`config.mk`:
```
export PLATFORM = sky130hd
export DESIGN_NAME = dbell_fetch_seq
export DESIGN_NICKNAME = d
export VERILOG_FILES = /design/src/rtl/dbfs_pkg.sv /design/src/rtl/dbfs_dbell_cnt.sv /design/src/rtl/dbfs_seg_track.sv /design/src/rtl/dbfs_fetch_ctl.sv /design/src/rtl/dbell_fetch_seq.sv
export SDC_FILE = /design/constraint.sdc
export NUM_CORES = 1
export LEC_CHECK = 0
export ABC_CLOCK_PERIOD_IN_PS = 4500
export BUFFER_PORTS_ARGS = -buffer_cell sky130_fd_sc_hd__clkbuf_2
export CORE_ASPECT_RATIO = 0.5
export CORE_UTILIZATION = 54
export DETAILED_ROUTE_END_ITERATION = 8
export GPL_ROUTABILITY_DRIVEN = 0
export MAX_ROUTING_LAYER = met4
export PLACE_DENSITY = 0.88
export SLEW_MARGIN = 20
export SYNTH_ARGS = -nofsm -noshare
export SYNTH_HDL_FRONTEND = slang
export SYNTH_SLANG_ARGS = --single-unit
```
`constraint.sdc`:
```
create_clock -name clk -period 4.5 [get_ports clk]
set_input_delay 0.675 -clock clk [delete_from_list [all_inputs] [get_ports clk]]
set_output_delay 0.675 -clock clk [all_outputs]
set_load 0.01 [all_outputs]
```
`src/rtl/dbfs_pkg.sv`:
```
package dbfs_pkg;
  typedef enum logic {
    REQ_INST = 1'b0,
    REQ_NEXT = 1'b1
  } req_kind_e;

  localparam int unsigned INST_WORDS = 8;
  localparam int unsigned LINE_LSB   = 6;
endpackage

```
`src/rtl/dbfs_dbell_cnt.sv`:
```
module dbfs_dbell_cnt
  import dbfs_pkg::*;
#(
  parameter int unsigned CNT_W = 20
) (
  input  logic             clk,
  input  logic             rst_n,
  input  logic             wr_en,
  input  logic [CNT_W-1:0] wr_cnt,
  input  logic             dec,
  output logic [CNT_W-1:0] cnt,
  output logic             ovf
);
  localparam logic [CNT_W:0] DEC_AMT = (CNT_W+1)'(INST_WORDS);

  logic [CNT_W:0] add_amt;
  logic [CNT_W:0] sum;

  // Single net update: add and decrement combine into one result
  assign add_amt = wr_en ? {1'b0, wr_cnt} : '0;
  assign sum     = {1'b0, cnt} + add_amt - (dec ? DEC_AMT : '0);

  always_ff @(posedge clk) begin
    if (!rst_n) begin
      cnt <= '0;
      ovf <= 1'b0;
    end else begin
      cnt <= sum[CNT_W-1:0];
      ovf <= sum[CNT_W];
    end
  end

  AST_DEC_NEEDS_INST: assert property (@(posedge clk) disable iff (!rst_n)
    dec |-> (cnt >= CNT_W'(INST_WORDS)));
  AST_CNT_HOLD: assert property (@(posedge clk) disable iff (!rst_n)
    (!wr_en && !dec) |=> $stable(cnt));
  AST_OVF_FROM_WRITE: assert property (@(posedge clk) disable iff (!rst_n)
    ovf |-> $past(wr_en));
endmodule

```
`src/rtl/dbfs_seg_track.sv`:
```
module dbfs_seg_track
  import dbfs_pkg::*;
#(
  parameter int unsigned VA_W   = 49,
  parameter int unsigned SEG_W  = 13,
  parameter int unsigned DATA_W = 64,
  localparam int unsigned PTR_W = VA_W - LINE_LSB
) (
  input  logic              clk,
  input  logic              rst_n,
  input  logic [SEG_W-1:0]  seg_words,
  input  logic              ld_en,
  input  logic [PTR_W-1:0]  ld_ptr,
  input  logic              inst_adv,
  input  logic              next_load,
  input  logic [DATA_W-1:0] next_data,
  output logic [PTR_W-1:0]  ptr,
  output logic              exhausted
);
  localparam int unsigned INST_SH = $clog2(INST_WORDS);

  logic [SEG_W-1:0] idx_q;
  logic [SEG_W-1:0] n_inst;
  logic             unused_bits;

  assign n_inst      = seg_words >> INST_SH;
  assign exhausted   = (idx_q >= n_inst);
  assign unused_bits = ^{next_data[LINE_LSB-1:0], next_data[DATA_W-1:VA_W]};

  always_ff @(posedge clk) begin
    if (!rst_n) begin
      ptr   <= '0;
      idx_q <= '0;
    end else if (ld_en) begin
      ptr   <= ld_ptr;
      idx_q <= '0;
    end else if (next_load) begin
      ptr   <= next_data[VA_W-1:LINE_LSB];
      idx_q <= '0;
    end else if (inst_adv) begin
      ptr   <= ptr + 1'b1;
      idx_q <= idx_q + 1'b1;
    end
  end

  AST_NO_INST_PAST_END: assert property (@(posedge clk) disable iff (!rst_n)
    inst_adv |-> !exhausted);
  AST_PTR_STEP: assert property (@(posedge clk) disable iff (!rst_n)
    (inst_adv && !ld_en && !next_load) |=> (ptr == $past(ptr) + 1'b1));
endmodule

```
`src/rtl/dbfs_fetch_ctl.sv`:
```
module dbfs_fetch_ctl
  import dbfs_pkg::*;
(
  input  logic      clk,
  input  logic      rst_n,
  input  logic      q_enable,
  input  logic      cnt_ok,
  input  logic      exhausted,
  input  logic      mreq_ready,
  input  logic      mrsp_valid,
  output logic      mreq_valid,
  output req_kind_e mreq_kind,
  output logic      inst_acc,
  output logic      next_rsp
);
  typedef enum logic [1:0] {
    ST_IDLE,
    ST_ISSUE,
    ST_WAIT
  } st_e;

  st_e       st_q;
  req_kind_e kind_q;

  always_ff @(posedge clk) begin
    if (!rst_n) begin
      st_q   <= ST_IDLE;
      kind_q <= REQ_INST;
    end else begin
      case (st_q)
        ST_IDLE: if (q_enable && cnt_ok) begin
          st_q   <= ST_ISSUE;
          kind_q <= exhausted ? REQ_NEXT : REQ_INST;
        end
        ST_ISSUE: if (mreq_ready) st_q <= ST_WAIT;
        ST_WAIT:  if (mrsp_valid) st_q <= ST_IDLE;
        default:  st_q <= ST_IDLE;
      endcase
    end
  end

  assign mreq_valid = (st_q == ST_ISSUE);
  assign mreq_kind  = kind_q;
  assign inst_acc   = mreq_valid && mreq_ready && (kind_q == REQ_INST);
  assign next_rsp   = (st_q == ST_WAIT) && mrsp_valid && (kind_q == REQ_NEXT);

  AST_ONE_IN_FLIGHT: assert property (@(posedge clk) disable iff (!rst_n)
    (mreq_valid && mreq_ready) |=> !mreq_valid);
  AST_LAUNCH_GATED: assert property (@(posedge clk) disable iff (!rst_n)
    $rose(mreq_valid) |-> ($past(q_enable) && $past(cnt_ok)));
endmodule

```
`src/rtl/dbell_fetch_seq.sv`:
```
module dbell_fetch_seq
  import dbfs_pkg::*;
#(
  parameter int unsigned CNT_W  = 20,
  parameter int unsigned VA_W   = 49,
  parameter int unsigned SEG_W  = 13,
  parameter int unsigned DATA_W = 64,
  localparam int unsigned PTR_W = VA_W - LINE_LSB
) (
  input  logic              clk,
  input  logic              rst_n,
  input  logic              q_enable,
  input  logic [SEG_W-1:0]  seg_words,
  input  logic              db_wr_en,
  input  logic [CNT_W-1:0]  db_wr_cnt,
  output logic [CNT_W-1:0]  db_count,
  output logic              dbell_ovf,
  input  logic              sa_wr_en,
  input  logic [PTR_W-1:0]  sa_wr_ptr,
  output logic [PTR_W-1:0]  sa_ptr,
  output logic              mreq_valid,
  input  logic              mreq_ready,
  output logic [VA_W-1:0]   mreq_addr,
  output logic              mreq_next,
  input  logic              mrsp_valid,
  input  logic [DATA_W-1:0] mrsp_data
);
  logic      cnt_ok;
  logic      exhausted;
  logic      inst_acc;
  logic      next_rsp;
  req_kind_e kind;

  assign cnt_ok    = (db_count >= CNT_W'(INST_WORDS));
  assign mreq_addr = {sa_ptr, {LINE_LSB{1'b0}}};
  assign mreq_next = (kind == REQ_NEXT);

  dbfs_dbell_cnt #(.CNT_W(CNT_W)) u_cnt (
    .clk    (clk),
    .rst_n  (rst_n),
    .wr_en  (db_wr_en),
    .wr_cnt (db_wr_cnt),
    .dec    (inst_acc),
    .cnt    (db_count),
    .ovf    (dbell_ovf)
  );

  dbfs_seg_track #(.VA_W(VA_W), .SEG_W(SEG_W), .DATA_W(DATA_W)) u_seg (
    .clk       (clk),
    .rst_n     (rst_n),
    .seg_words (seg_words),
    .ld_en     (sa_wr_en),
    .ld_ptr    (sa_wr_ptr),
    .inst_adv  (inst_acc),
    .next_load (next_rsp),
    .next_data (mrsp_data),
    .ptr       (sa_ptr),
    .exhausted (exhausted)
  );

  dbfs_fetch_ctl u_ctl (
    .clk        (clk),
    .rst_n      (rst_n),
    .q_enable   (q_enable),
    .cnt_ok     (cnt_ok),
    .exhausted  (exhausted),
    .mreq_ready (mreq_ready),
    .mrsp_valid (mrsp_valid),
    .mreq_valid (mreq_valid),
    .mreq_kind  (kind),
    .inst_acc   (inst_acc),
    .next_rsp   (next_rsp)
  );

  AST_REQ_HOLD: assert property (@(posedge clk) disable iff (!rst_n)
    (mreq_valid && !mreq_ready) |=>
      (mreq_valid && $stable(mreq_addr) && $stable(mreq_next)));
  AST_NEXT_KEEPS_CNT: assert property (@(posedge clk) disable iff (!rst_n)
    (mreq_valid && mreq_ready && mreq_next && !db_wr_en) |=> $stable(db_count));
endmodule

```
[Word level (Yosys, flattened, before mapping)]
Cells that the tools add are included.
Word-level totals
  register bits after elaboration: 80
Cells by class
  add/subtract/negate cells: 4
  magnitude comparators: 2
  equal/unequal tests: 5
  multiplexer cells: 10
  bitwise gates (word level): 2
  reductions and logical operators: 10
Operators by type and width (count)
  two-way mux 43 bit: 3
  adder 43 x 1 -> 43 bit, second input constant: 1
  adder 20 x 21 -> 21 bit: 1
  subtractor 21 bit: 1
  greater-or-equal comparator 20 x 4 -> 1 bit, second input constant: 1
  two-way mux 20 bit: 1
  adder 13 x 1 -> 13 bit, second input constant: 1
  greater-or-equal comparator 13 x 10 -> 1 bit: 1
  two-way mux 2 bit: 3
  case mux 2 bit (3 select lines): 1
  logical AND 1 bit: 5
  two-way mux 4 bit: 1
  inequality test 2 bit, second input constant: 2
  AND reduction 3 bit: 1
  nonzero test 3 bit: 1
  OR reduction 3 bit: 1
  == test 2 x 1 -> 1 bit, second input constant: 1
  == test 2 bit, second input constant: 1
  zero test 2 bit: 1
  inequality test 2 x 1 -> 1 bit, second input constant: 1
  inverter 1 bit: 2
  AND reduction 2 bit: 1
  two-way mux 1 bit: 1

[Depth between registers and ports, before layout]
  depth in word-level cells: 6
  mapped depth: 13

[Modules after synthesis]
From an unflattened synthesis, not the netlist that was laid out.
Unflattened totals
  cells, all modules: 842
  area, all modules: 6497.5 µm²
By module, submodules not included
  dbfs_seg_track: instances 1, cells an instance 482, area each 3779.9 µm², sequential area each 1121.1 µm²
  dbfs_dbell_cnt: instances 1, cells an instance 289, area each 2152.1 µm², sequential area each 420.4 µm²
  dbell_fetch_seq: instances 1, cells an instance 56, area each 407.9 µm², sequential area each 0.0 µm²
  dbfs_fetch_ctl: instances 1, cells an instance 15, area each 157.7 µm², sequential area each 60.1 µm²

[Worst setup path before layout]
OpenSTA, ideal clock, no wires.
  kind: input to register
  start: in mreq_ready
  end: reg u_cnt.cnt[11]
  arrival: 3.216 ns
  setup slack: 1.212 ns
  cell stages on the path: 12
  path buffers: 1
  cells stage by stage: nand3b_1 -> clkinv_1 -> buf_2 -> fa_1 -> inv_1 -> ha_1 -> o21a_1 -> nor2_1 -> nor3_1 -> o31a_1 -> o32ai_1 -> mux2i_1
Between the ends
  word-level cells in the longest chain between the ends: 4
RTL lines
  start: declaration: RTL line dbell_fetch_seq.sv:22  | input logic mreq_ready,
  logical AND 1 bit (2 in a row): RTL line dbfs_fetch_ctl.sv:44  | assign inst_acc = mreq_valid && mreq_ready && (kind_q == REQ_INST);
  net inst_acc: RTL line dbell_fetch_seq.sv:30  | logic inst_acc;
  two-way mux 4 bit: RTL line dbfs_dbell_cnt.sv:21  | assign sum = {1'b0, cnt} + add_amt - (dec ? DEC_AMT : '0);
  subtractor 21 bit: RTL line dbfs_dbell_cnt.sv:21
  end signal: assignment: RTL line dbfs_dbell_cnt.sv:28  | cnt <= sum[CNT_W-1:0];
  end: declaration: RTL line dbfs_dbell_cnt.sv:11  | output logic [CNT_W-1:0] cnt,
The timed path passes the listed nets, and every way through them passes these cells.
A chain may end at the register's enable or synchronous reset.

[Worst setup path after layout]
  start: reg u_ctl.st_q[0]
  end: reg u_cnt.cnt[15]
Between the ends
  word-level cells in the longest chain between the ends: 5
RTL lines
  start: declaration: RTL line dbfs_fetch_ctl.sv:22  | st_e st_q;
  start signal: assignment: RTL line dbfs_fetch_ctl.sv:27  | st_q <= ST_IDLE;
  start signal: assignment: RTL line dbfs_fetch_ctl.sv:32  | st_q <= ST_ISSUE;
  start signal: assignment: RTL line dbfs_fetch_ctl.sv:35  | ST_ISSUE: if (mreq_ready) st_q <= ST_WAIT;
  == test 2 x 1 -> 1 bit: RTL line dbfs_fetch_ctl.sv:42  | assign mreq_valid = (st_q == ST_ISSUE);
  logical AND 1 bit (2 in a row): RTL line dbfs_fetch_ctl.sv:44
  two-way mux 4 bit: RTL line dbfs_dbell_cnt.sv:21
  subtractor 21 bit: RTL line dbfs_dbell_cnt.sv:21
No other way between the ends.

==> out/metrics.yaml <==
die_h_um: 79.3
hp-class: "register to register"
place_inst: 1191
drc: 0
hold_buffers: 0
drtAntennaViolNets: 0
rsz0062_at_grt: "false"
cp-end-kind: "register"
layoutNonFillerInstCount: 1207
crit_family: "simple AND/OR/NAND/NOR gates"
synth_top_area_share_pct: 24.8
core_area_um2: 11300
grt_max_degree: 64
fin_crit_ns: 3.26
syn_to_final_growth_pct: 19.8
avgViaCountPerCell: 5.80
synth_top_flop_cell: "dfxtp_1"
die_area_um2: 12400
die_x_um: 157
num_rows: 27
path_buf_inv: 2
irDropWorstVdd_v: 0.000245
synth.avg_cell_area_um2: 7.39
powerDensity_nw_per_um2: 441
hold_slack_ns: 0.530
wire_per_inst_um: 15.9
clock-sinks: 80
path_class: "register to register"
grt-ovfl-total: 0
track_usage_pct: 31.5
cts_buffers: 9
setup_violations: 0
leakagePower_nw: 3.66
cp_data_required_time_ns: 4.76
fmax_ghz: 0.307
start_util_pct: 57.0
syn_area_um2: 6450
synth_cell_type_count: 68
path_clk_slew_ns: 0.06
h-tree-depth: 3
clock_skew_ns: 0.00837
cp_max_fo: 5
ys_ff_latch: 80
synth_edf_count: 0
status: "finished, final reports clean"
synthArstFlopShare_pct: 0
nNetsFinal: 1241
tritoncts: "built"
clock_latency_ns: 0.33
syn_inst: 872
crit_slowest_cell: "or3_1"
ys_warn_count: 0
cts_setup_buffers: 0
cts_resized: 0
ctsLongestPathBuffers: 2
drive_above_1_share_pct: 25.7
dr.pass1.iters: 5
finalCritPeriodShare_pct: 72.5
clockRootBuffer: "clkbuf_16"
final-max-slew-violation-count: 0
portBuffers: 231
synth.yosys.seq_area_share_pct: 24.8
vias: 6996
grt_pass1_vias: 6579
cap_violations: 0
ios: 262
slew_headroom_pct: 38.6
path_cells: "nor2b_1 > nand3b_1 > clkinv_1 > fa_1 > inv_1 > ha_1 > o21a_1 > nor2_1 > or3_1 > a21oi_1 > a2bb2oi_1 > mux2i_1"
worst_pin_slew_ns: 0.918
synth_largest_area_cell: "dfxtp_1"
drt_iter0_drc: 593
grt_pass1_wl_mm: 30.3
tns_ns: 0
antenna_cells: 0
wl_mm: 19.1
cpPeakStageDelay_ns: 0.44
dp_hpwl_mm: 14.2
synth.top_cells.by_area: "dfxtp_1, ha_1, a21oi_1"
critical_path_arrival_ns: 3.52
n_fill_cell: 981
critical_path.startpoint_type: "register"
hold_viol: 0
antenna_found_initial: 0
==> synth_stat cells (5+ instances only) <==
cell type / number
a211o_1: 6
a211oi_1: 12
a21oi_1: 74
a31oi_1: 5
and3_1: 16
and4_1: 6
buf_4: 49
clkbuf_1: 34
dfxtp_1: 80
ha_1: 50
inv_1: 75
mux2i_1: 9
nand2_1: 86
nand2b_1: 14
nand3_1: 38
nand4_1: 14
nor2_1: 76
nor2b_1: 6
nor3_1: 19
nor4_1: 7
o2111ai_1: 7
o211ai_1: 6
o21a_1: 5
o21ai_0: 55
or3_1: 6
xnor2_1: 19
xor2_1: 21
==> worst paths after layout <==
| kind | endpoint | startpoint | slack, ns | cells after the start |
|---|---|---|---|---|
| worst min-delay path | u_seg.idx_q[0]$_SDFFE_PP0P_ | u_seg.idx_q[0]$_SDFFE_PP0P_ | 0.53 | 2 |
| worst min register to register | u_seg.idx_q[0]$_SDFFE_PP0P_ | u_seg.idx_q[0]$_SDFFE_PP0P_ | 0.53 | 2 |
| worst max-delay path | u_cnt.cnt[15]$_SDFF_PN0_ | u_ctl.st_q[0]$_SDFFE_PN0P_ | 1.24 | 12 |
| worst max register to register | u_cnt.cnt[15]$_SDFF_PN0_ | u_ctl.st_q[0]$_SDFFE_PN0P_ | 1.24 | 12 |
==> logic make-up (layout without fill, tap and decap cells) <==
kind of cell | count (synthesis) | after routing | share of synthesized area (%)
simple gates | 309 | 309 | 24.1
mux | 9 | 9 | 1.40
xor+xnor | 40 | 40 | 5.43
other cells | 1 | 6 | 0.0582
flops | 80 | 80 | 24.8
buf+inv | 162 | 333 | 12.3
compound gates | 220 | 220 | 21.8
fa+ha+maj | 51 | 51 | 10.0
==> final cells by class <==
class	count	area, µm²	area share, %
Multi-Input combinational cell	635	4070	52.7
Sequential cell	80	1600	20.7
Timing Repair Buffer	241	1230	15.9
Clock buffer	15	308	3.98
Inverter	76	285	3.69
Tap cell	159	199	2.57
Clock inverter	1	30.0	0.389
==> layout by cell type (no fill, tap or decap), types with 4 or more instances in the layout <==
cell type	count
a211o_1	6
a211oi_1	12
a21oi_1	74
a31oi_1	5
and3_1	16
and4_1	6
buf_4	10
clkbuf_16	9
clkbuf_2	231
clkbuf_8	6
conb_1	6
dfxtp_1	80
ha_1	50
inv_1	75
mux2i_1	9
nand2_1	86
nand2b_1	14
nand3_1	38
nand4_1	14
nor2_1	76
nor2b_1	6
nor3_1	19
nor4_1	7
o2111ai_1	7
o211ai_1	6
o21a_1	5
o21ai_0	55
o221ai_1	4
o311ai_0	4
o41ai_1	4
or3_1	6
xnor2_1	19
xor2_1	21
==> power by group <==
| part | total (mW) | internal (mW) | switching (mW) | leakage [nW] |
|---|---|---|---|---|
| Clock | 0.822 | 0.522 | 0.300 | 0.168 |
| Combinational | 1.66 | 0.710 | 0.951 | 2.83 |
| Sequential | 0.926 | 0.817 | 0.109 | 0.659 |
| Total | 3.41 | 2.05 | 1.36 | 3.66 |
==> per-stage QoR <==
| step | power [mW] | util [%] | cell area (µm²) | setup slack [ns] |
|---|---|---|---|---|
| after floorplan | 2.14 | - | 6470 | 1.21 |
| after CTS | 3.39 | 68.3 | 7730 | 1.29 |
| after global routing | 3.64 | 68.3 | 7730 | 1.04 |
| final | 3.41 | 68.3 | 7730 | 1.24 |
| after detailed placement | 2.56 | 65.3 | 7390 | 0.973 |
| after global placement | 2.49 | 65.3 | 7390 | 1.07 |
==> worst register-to-register path, cell delays in order, from the launching register on <==
cell	delay [ns]
dfxtp_1	0.39
nor2b_1	0.28
nand3b_1	0.15
clkinv_1	0.10
fa_1	0.41
inv_1	0.07
ha_1	0.25
o21a_1	0.21
nor2_1	0.10
or3_1	0.44
a21oi_1	0.33
a2bb2oi_1	0.25
mux2i_1	0.21
==> per-layer routing <==
| layer | vias to the layer above | GRT usage [%] | routed length, µm | part of all wire [%] |
|---|---|---|---|---|
| met2 | 358 | 54.8 | 9230 | 48 |
| met3 | 59 | 4.75 | 1360 | 7.1 |
| met5 | - | - | 0 | 0 |
| met4 | 0 | 13.8 | 546 | 2.9 |
| met1 | 3187 | 36.5 | 8010 | 42 |
| li1 | 3392 | - | - | - |
==> sequential cells by signal (all words and copies together) (netlist names) <==
name             count
u_seg.ptr           43
u_ctl.st_q           2
u_ctl.mreq_kind      1
u_cnt.ovf            1
u_seg.idx_q         13
u_cnt.cnt           20
(Power assumes the default switching activity.)
